==> src/rtl/bist_pkg.sv <==
package bist_pkg;
    typedef enum logic {
        ST_IDLE = 1'b0,
        ST_RUN  = 1'b1
    } bist_state_e;
endpackage

==> src/rtl/bist_galois_step.sv <==
// One advance of an internal-XOR shift register, shifting toward the MSB.
// The MSB wraps to bit 0 and is also folded into stage INJ_STAGE (1-based).
module bist_galois_step #(
    parameter int WIDTH     = 9,
    parameter int INJ_STAGE = 6
) (
    input  logic [WIDTH-1:0] cur_i,
    output logic [WIDTH-1:0] nxt_o
);
    localparam int INJ_BIT = INJ_STAGE - 1;

    for (genvar i = 0; i < WIDTH; i++) begin : g_bit
        if (i == 0) begin : g_wrap
            assign nxt_o[i] = cur_i[WIDTH-1];
        end else if (i == INJ_BIT) begin : g_inj
            assign nxt_o[i] = cur_i[i-1] ^ cur_i[WIDTH-1];
        end else begin : g_shift
            assign nxt_o[i] = cur_i[i-1];
        end
    end
endmodule

==> src/rtl/bist_pattern_gen.sv <==
module bist_pattern_gen #(
    parameter int           WIDTH     = 9,
    parameter int           INJ_STAGE = 6,
    parameter logic [WIDTH-1:0] SEED  = 1
) (
    input  logic             clk,
    input  logic             rst_n,
    input  logic             load_i,
    input  logic             adv_i,
    input  logic             zero_en_i,
    output logic [WIDTH-1:0] pat_o
);
    localparam logic [WIDTH-1:0] ONE_W     = {{(WIDTH-1){1'b0}}, 1'b1};
    localparam logic [WIDTH-1:0] SEED_SAFE = (SEED == '0) ? ONE_W : SEED;

    logic [WIDTH-1:0] pat_d, pat_q;
    logic [WIDTH-1:0] step_w, after_one_w;

    bist_galois_step #(.WIDTH(WIDTH), .INJ_STAGE(INJ_STAGE)) u_step (
        .cur_i (pat_q),
        .nxt_o (step_w)
    );

    bist_galois_step #(.WIDTH(WIDTH), .INJ_STAGE(INJ_STAGE)) u_step_one (
        .cur_i (ONE_W),
        .nxt_o (after_one_w)
    );

    always_comb begin
        pat_d = pat_q;
        if (load_i) begin
            pat_d = SEED_SAFE;
        end else if (adv_i) begin
            if (zero_en_i && (pat_q == ONE_W)) begin
                pat_d = '0;
            end else if (zero_en_i && (pat_q == '0)) begin
                pat_d = after_one_w;
            end else begin
                pat_d = step_w;
            end
        end
    end

    always_ff @(posedge clk or negedge rst_n) begin
        if (!rst_n) pat_q <= SEED_SAFE;
        else        pat_q <= pat_d;
    end

    assign pat_o = pat_q;

    // the zero pattern is only ever entered from 9'h001
    a_r4_zero_after_one: assert property (@(posedge clk) disable iff (!rst_n)
        (pat_q == '0) |-> ($past(pat_q) == ONE_W));

    // without zero insertion the register never holds zero
    a_r3_nonzero: assert property (@(posedge clk) disable iff (!rst_n)
        (!zero_en_i && !$past(zero_en_i)) |-> (pat_q != '0));

    // idle register holds its value
    a_r2_hold: assert property (@(posedge clk) disable iff (!rst_n)
        (!load_i && !adv_i) |=> $stable(pat_q));
endmodule

==> src/rtl/bist_sig_reg.sv <==
module bist_sig_reg #(
    parameter int WIDTH     = 9,
    parameter int INJ_STAGE = 6
) (
    input  logic             clk,
    input  logic             rst_n,
    input  logic             clear_i,
    input  logic             absorb_i,
    input  logic [WIDTH-1:0] data_i,
    output logic [WIDTH-1:0] sig_next_o
);
    logic [WIDTH-1:0] sig_d, sig_q;
    logic [WIDTH-1:0] step_w;

    bist_galois_step #(.WIDTH(WIDTH), .INJ_STAGE(INJ_STAGE)) u_step (
        .cur_i (sig_q),
        .nxt_o (step_w)
    );

    always_comb begin
        sig_d = sig_q;
        if (clear_i)       sig_d = '0;
        else if (absorb_i) sig_d = step_w ^ data_i;
    end

    always_ff @(posedge clk or negedge rst_n) begin
        if (!rst_n) sig_q <= '0;
        else        sig_q <= sig_d;
    end

    assign sig_next_o = sig_d;

    // a cleared signature reads zero on the next cycle
    a_r6_clear: assert property (@(posedge clk) disable iff (!rst_n)
        clear_i |=> (sig_q == '0));

    // no absorb, no change
    a_r6_hold: assert property (@(posedge clk) disable iff (!rst_n)
        (!clear_i && !absorb_i) |=> $stable(sig_q));
endmodule

==> src/rtl/bist_engine.sv <==
module bist_engine
    import bist_pkg::*;
#(
    parameter int               WIDTH     = 9,
    parameter int               INJ_STAGE = 6,
    parameter logic [WIDTH-1:0] SEED      = 1
) (
    input  logic             clk,
    input  logic             rst_n,
    input  logic             start_i,
    input  logic             zero_ins_i,
    input  logic [WIDTH-1:0] resp_i,
    input  logic [WIDTH-1:0] golden_i,
    output logic [WIDTH-1:0] pattern_o,
    output logic             serial_o,
    output logic             busy_o,
    output logic             done_o,
    output logic             pass_o,
    output logic             fail_o
);
    localparam int           CW        = WIDTH + 1;
    localparam logic [CW-1:0] LAST_ALL = CW'((1 << WIDTH) - 1);
    localparam logic [CW-1:0] LAST_NZ  = CW'((1 << WIDTH) - 2);

    typedef struct packed {
        bist_state_e      st;
        logic [CW-1:0]    cnt;
        logic             zmode;
        logic             done;
        logic             pass;
        logic             fail;
    } ctrl_t;

    ctrl_t            ctl_d, ctl_q;
    logic             start_ok;
    logic             running;
    logic [CW-1:0]    last_idx;
    logic [WIDTH-1:0] sig_next;

    bist_pattern_gen #(.WIDTH(WIDTH), .INJ_STAGE(INJ_STAGE), .SEED(SEED)) u_pat (
        .clk       (clk),
        .rst_n     (rst_n),
        .load_i    (start_ok),
        .adv_i     (running),
        .zero_en_i (ctl_q.zmode),
        .pat_o     (pattern_o)
    );

    bist_sig_reg #(.WIDTH(WIDTH), .INJ_STAGE(INJ_STAGE)) u_sig (
        .clk        (clk),
        .rst_n      (rst_n),
        .clear_i    (start_ok),
        .absorb_i   (running),
        .data_i     (resp_i),
        .sig_next_o (sig_next)
    );

    always_comb begin
        running  = (ctl_q.st == ST_RUN);
        start_ok = start_i && (ctl_q.st == ST_IDLE);
        last_idx = ctl_q.zmode ? LAST_ALL : LAST_NZ;

        ctl_d      = ctl_q;
        ctl_d.done = 1'b0;
        if (start_ok) begin
            ctl_d.st    = ST_RUN;
            ctl_d.cnt   = '0;
            ctl_d.zmode = zero_ins_i;
            ctl_d.pass  = 1'b0;
            ctl_d.fail  = 1'b0;
        end else if (running) begin
            if (ctl_q.cnt == last_idx) begin
                ctl_d.st   = ST_IDLE;
                ctl_d.done = 1'b1;
                ctl_d.pass = (sig_next == golden_i);
                ctl_d.fail = (sig_next != golden_i);
            end else begin
                ctl_d.cnt = ctl_q.cnt + CW'(1);
            end
        end
    end

    always_ff @(posedge clk or negedge rst_n) begin
        if (!rst_n) begin
            ctl_q.st    <= ST_IDLE;
            ctl_q.cnt   <= '0;
            ctl_q.zmode <= 1'b0;
            ctl_q.done  <= 1'b0;
            ctl_q.pass  <= 1'b0;
            ctl_q.fail  <= 1'b0;
        end else begin
            ctl_q <= ctl_d;
        end
    end

    assign serial_o = pattern_o[WIDTH-1];
    assign busy_o   = running;
    assign done_o   = ctl_q.done;
    assign pass_o   = ctl_q.pass;
    assign fail_o   = ctl_q.fail;

    // completion is a single-cycle pulse, never during a run
    a_r7_done_pulse: assert property (@(posedge clk) disable iff (!rst_n)
        done_o |=> !done_o);
    a_r7_done_idle: assert property (@(posedge clk) disable iff (!rst_n)
        done_o |-> !busy_o);

    // verdict bits are never both set, and hold while idle
    a_r8_exclusive: assert property (@(posedge clk) disable iff (!rst_n)
        !(pass_o && fail_o));
    a_r8_latched: assert property (@(posedge clk) disable iff (!rst_n)
        (!busy_o && !start_i) |=> ($stable(pass_o) && $stable(fail_o)));

    // every run begins at the seed
    a_r3_seeded: assert property (@(posedge clk) disable iff (!rst_n)
        $rose(busy_o) |-> (pattern_o == ((SEED == '0) ? WIDTH'(1) : SEED)));

    // a start during a run does not restart the count
    a_r9_no_restart: assert property (@(posedge clk) disable iff (!rst_n)
        (busy_o && start_i && (ctl_q.cnt != last_idx)) |=>
            (busy_o && (ctl_q.cnt == $past(ctl_q.cnt) + CW'(1))));
endmodule

==> config.mk <==
export PLATFORM = sky130hd
export DESIGN_NAME = bist_engine
export DESIGN_NICKNAME = d
export VERILOG_FILES = /design/src/rtl/bist_pkg.sv /design/src/rtl/bist_galois_step.sv /design/src/rtl/bist_pattern_gen.sv /design/src/rtl/bist_sig_reg.sv /design/src/rtl/bist_engine.sv
export SDC_FILE = /design/constraint.sdc
export NUM_CORES = 1
export LEC_CHECK = 0
export BUFFER_PORTS_ARGS = -buffer_cell sky130_fd_sc_hd__buf_2
export CORE_MARGIN = 2
export CORE_UTILIZATION = 58
export CTS_CLUSTER_SIZE = 40
export DETAILED_ROUTE_END_ITERATION = 10
export PLACE_DENSITY = 0.84
export SLEW_MARGIN = 20
export SYNTH_ARGS = -nofsm -noshare
export SYNTH_HDL_FRONTEND = slang
export SYNTH_SLANG_ARGS = --single-unit
==> constraint.sdc <==
create_clock -name clk -period 4.2 [get_ports clk]
set_clock_uncertainty 0.15 [all_clocks]
set_input_delay 0.84 -clock clk [delete_from_list [all_inputs] [get_ports clk]]
set_output_delay 0.84 -clock clk [all_outputs]
set_load 0.02 [all_outputs]
==> impl_metrics.tcl <==
set metrics [dict create \
    crit_path_end_kind "flip-flop" \
    synthMuxAreaShare_pct 1.77 \
    vias_per_cell 5.63 \
    relSlewSlack_pct 51.2 \
    cts_resized 0 \
    setup_tns_ps 0 \
    drv_slew 0 \
    cts_hold_buf 0 \
    finalCritPeriodShare_pct 53.7 \
    synth-compound-area-share_pct 11.8 \
    start_util_pct 59.4 \
    vias 1418 \
    fmaxAchievable_ghz 0.444 \
    antenna_found_initial 0 \
    crit_path_max_incr_delay_ps 700 \
    synth_top_family_by_area "simple AND/OR/NAND/NOR gates" \
    die_y_um 59.2 \
    dr.first_iter.drc_count 21 \
    max_cap_violations 0 \
    synthCells 185 \
    drt-total-wl_um 3410 \
    slowest_stage "nor4b_2" \
    worst_pin_slew_ps 730 \
    clock_latency_ps 340 \
    clkTransAtPathRegs_ps 100 \
    grt_max_degree 52 \
    place_congestion 0.745 \
    cp.required_ps 4250 \
    post_synth_and_or_nand_nor_area_fraction_pct 22.6 \
    yosysSeqAreaShare_pct 46.8 \
    cts_tree "yes" \
    critPathKind "reg -> reg" \
    core_area_mm2 0.00298 \
    power_density_mw_per_mm2 610 \
    clock_sinks 33 \
    grt_first_pass_wirelength_um 5730 \
    outcome "complete, no violations" \
    min_period_ps 2250 \
    synth_nets 208 \
    first_pass_iters 4 \
    path_buf_inv 0 \
    grt_usage_pct 22.2 \
    drive_gt1_share_pct 22.4 \
    pin_count 36 \
    first_global_vias 1287 \
    synth_edf_count 0 \
    dieArea_mm2 0.00351 \
    setup_viol 0 \
    busiest_layer "met2" \
    synth_ff_type "dfrtp_1" \
    worst-path-max-fanout 7 \
    drt.antenna.violating_nets 0 \
    synth_seq_cells 33 \
    final_core_util_pct 67.5 \
    fin_cells 252 \
    hold_viol_final 0 \
    clock_path_buffers 2 \
    synth_top_area_cell "dfrtp_1" \
    synth_cell_types 36 \
    ir_drop_uv 474 \
    nets 241 \
    cts_made_buffers 5 \
    met3_usage_pct 6.33 \
    crit_chain "nand4b_1 > nor4b_2 > a21oi_2 > and4_1 > xnor2_1 > nor2_1" \
    p_leak_nw 0.916 \
    syn_avg_cell_area_um2 9.56 \
    placed_cells 244 \
    synth_warnings 0 \
    htree_levels 2 \
    fin_ws_ps 1950 \
    area_growth_pct 13.7 \
    syn_area_mm2 0.00177 \
    hold_class "reg -> reg" \
    synth_fa_ha_area_share_pct 0.708 \
    ys_top_cells_by_area "dfrtp_1 45%, xor2_1 7.4%, nand2b_1 6.4%, o21ai_0 6.2%, xnor2_1 5.4%" \
    grt.overflow.total 0 \
    grt_util_met1_pct 28.6 \
    drcViolationCount 0 \
    grt_setup_unrepaired "no" \
    wl_per_cell_um 13.5 \
    rows 20 \
    synth_xor_area_share_pct 13.8 \
    die_w_um 59.2 \
    synth_top_area_share_pct 45.3 \
    synth-async-reset-ratio_pct 100 \
    pre_cts_slack_ps 1750 \
    cts_setup_buffers 0 \
    dp_hpwl_um 2320 \
    cpLargestDelayFamily "simple AND/OR/NAND/NOR gates" \
    port_buffers 35 \
    arrival_ps 2310 \
    antenna_cells 0 \
    cts-root-buf "clkbuf_4" \
    cp-start-kind "flip-flop" \
    p_total_mw 1.23 \
    grt_use_met2_pct 34.7 \
    fillers 233 \
]
[Yosys cell counts (2+ instances only)]
cell      instances
nand4_1           3
nor2b_1           3
nor4_1            2
a21boi_0          2
o21ai_0          22
nor2_1           10
xor2_1           15
nand2b_1         18
nand3b_1          2
nand3_1           2
dfrtp_1          32
nor3_1            2
nand2_1          25
a21oi_1           3
xnor2_1          11
or3_1             3
a22o_1            2
mux2i_1           2
clkbuf_1          9
[kinds of logic after synthesis]
logic type / after synthesis
XOR/XNOR: 27
multiplexers: 3
AO/OA/AOI/OAI: 35
flip-flops: 33
buffers and inverters: 11
AND/OR/NAND/NOR: 75
adder cells (fa/ha/maj): 1
[power by group]
part	leakage, nW	switching (mW)	internal (mW)	total, mW
logic	0.492	0.248	0.208	0.456
registers	0.391	0.137	0.447	0.583
clock network	0.0326	0.104	0.0826	0.187
[layout by cell type, fill, tap and decap left out, drive strengths merged, types with 3 or more instances in the layout]
cell type   n
nor2b       3
xor2       16
or3         3
clkbuf      8
buf        36
o21ai      22
nand2      25
nand4       4
nor2       10
a21oi       4
nand2b     18
dfrtp      32
xnor2      11
[through the flow]
stage               cell area, um^2  hold slack [ps]
floorplan                      1770              346
global route                   2010              420
finish                         2010              368
global placement               1950              352
detailed placement             1950              353
CTS                            2010              379
[state kept, by name (all words and copies together) (netlist names)]
name	cells
busy_o	1
done_o	1
u_sig.sig_q	9
fail_o	1
ctl_q	11
u_pat.pat_o	9
pass_o	1
[metal layers]
metal	wire (um)	share of wire, %	vias up
met5	0	0	-
met4	64	1.9	0
met3	164	4.8	7
met2	1610	47	39
met1	1570	46	676
li1	-	-	696
[cell type report]
type / instances / area, um^2 / share of cell area [%]
clock buffers: 8 / 58.8 / 2.93
repair buffers: 36 / 183 / 9.09
flip-flops and latches: 33 / 827 / 41.2
inverters: 1 / 3.75 / 0.187
multi-input cells: 141 / 896 / 44.6
well taps: 33 / 41.3 / 2.05
[worst paths after layout]
kind                                  endpoint  cells past startpoint  slack [ps]       from
worst max-delay path                  ctl_q[7]                      6        1950  ctl_q[13]
worst min-delay path                    pass_o                      2         370     pass_o
worst max register to register        ctl_q[7]                      6        1950  ctl_q[13]
worst min register to register          pass_o                      2         370     pass_o
max in group asynchronous       u_sig.sig_q[0]                      1        3040      rst_n
min in group asynchronous            ctl_q[13]                      1         390      rst_n
[worst min-delay path: cells and delay by family, from the launching register on]
family / cells / cell delay, ps
flip-flops: 1 / 360
AND/OR/NAND/NOR: 2 / 130
Power figures use the tool's default switching activity.
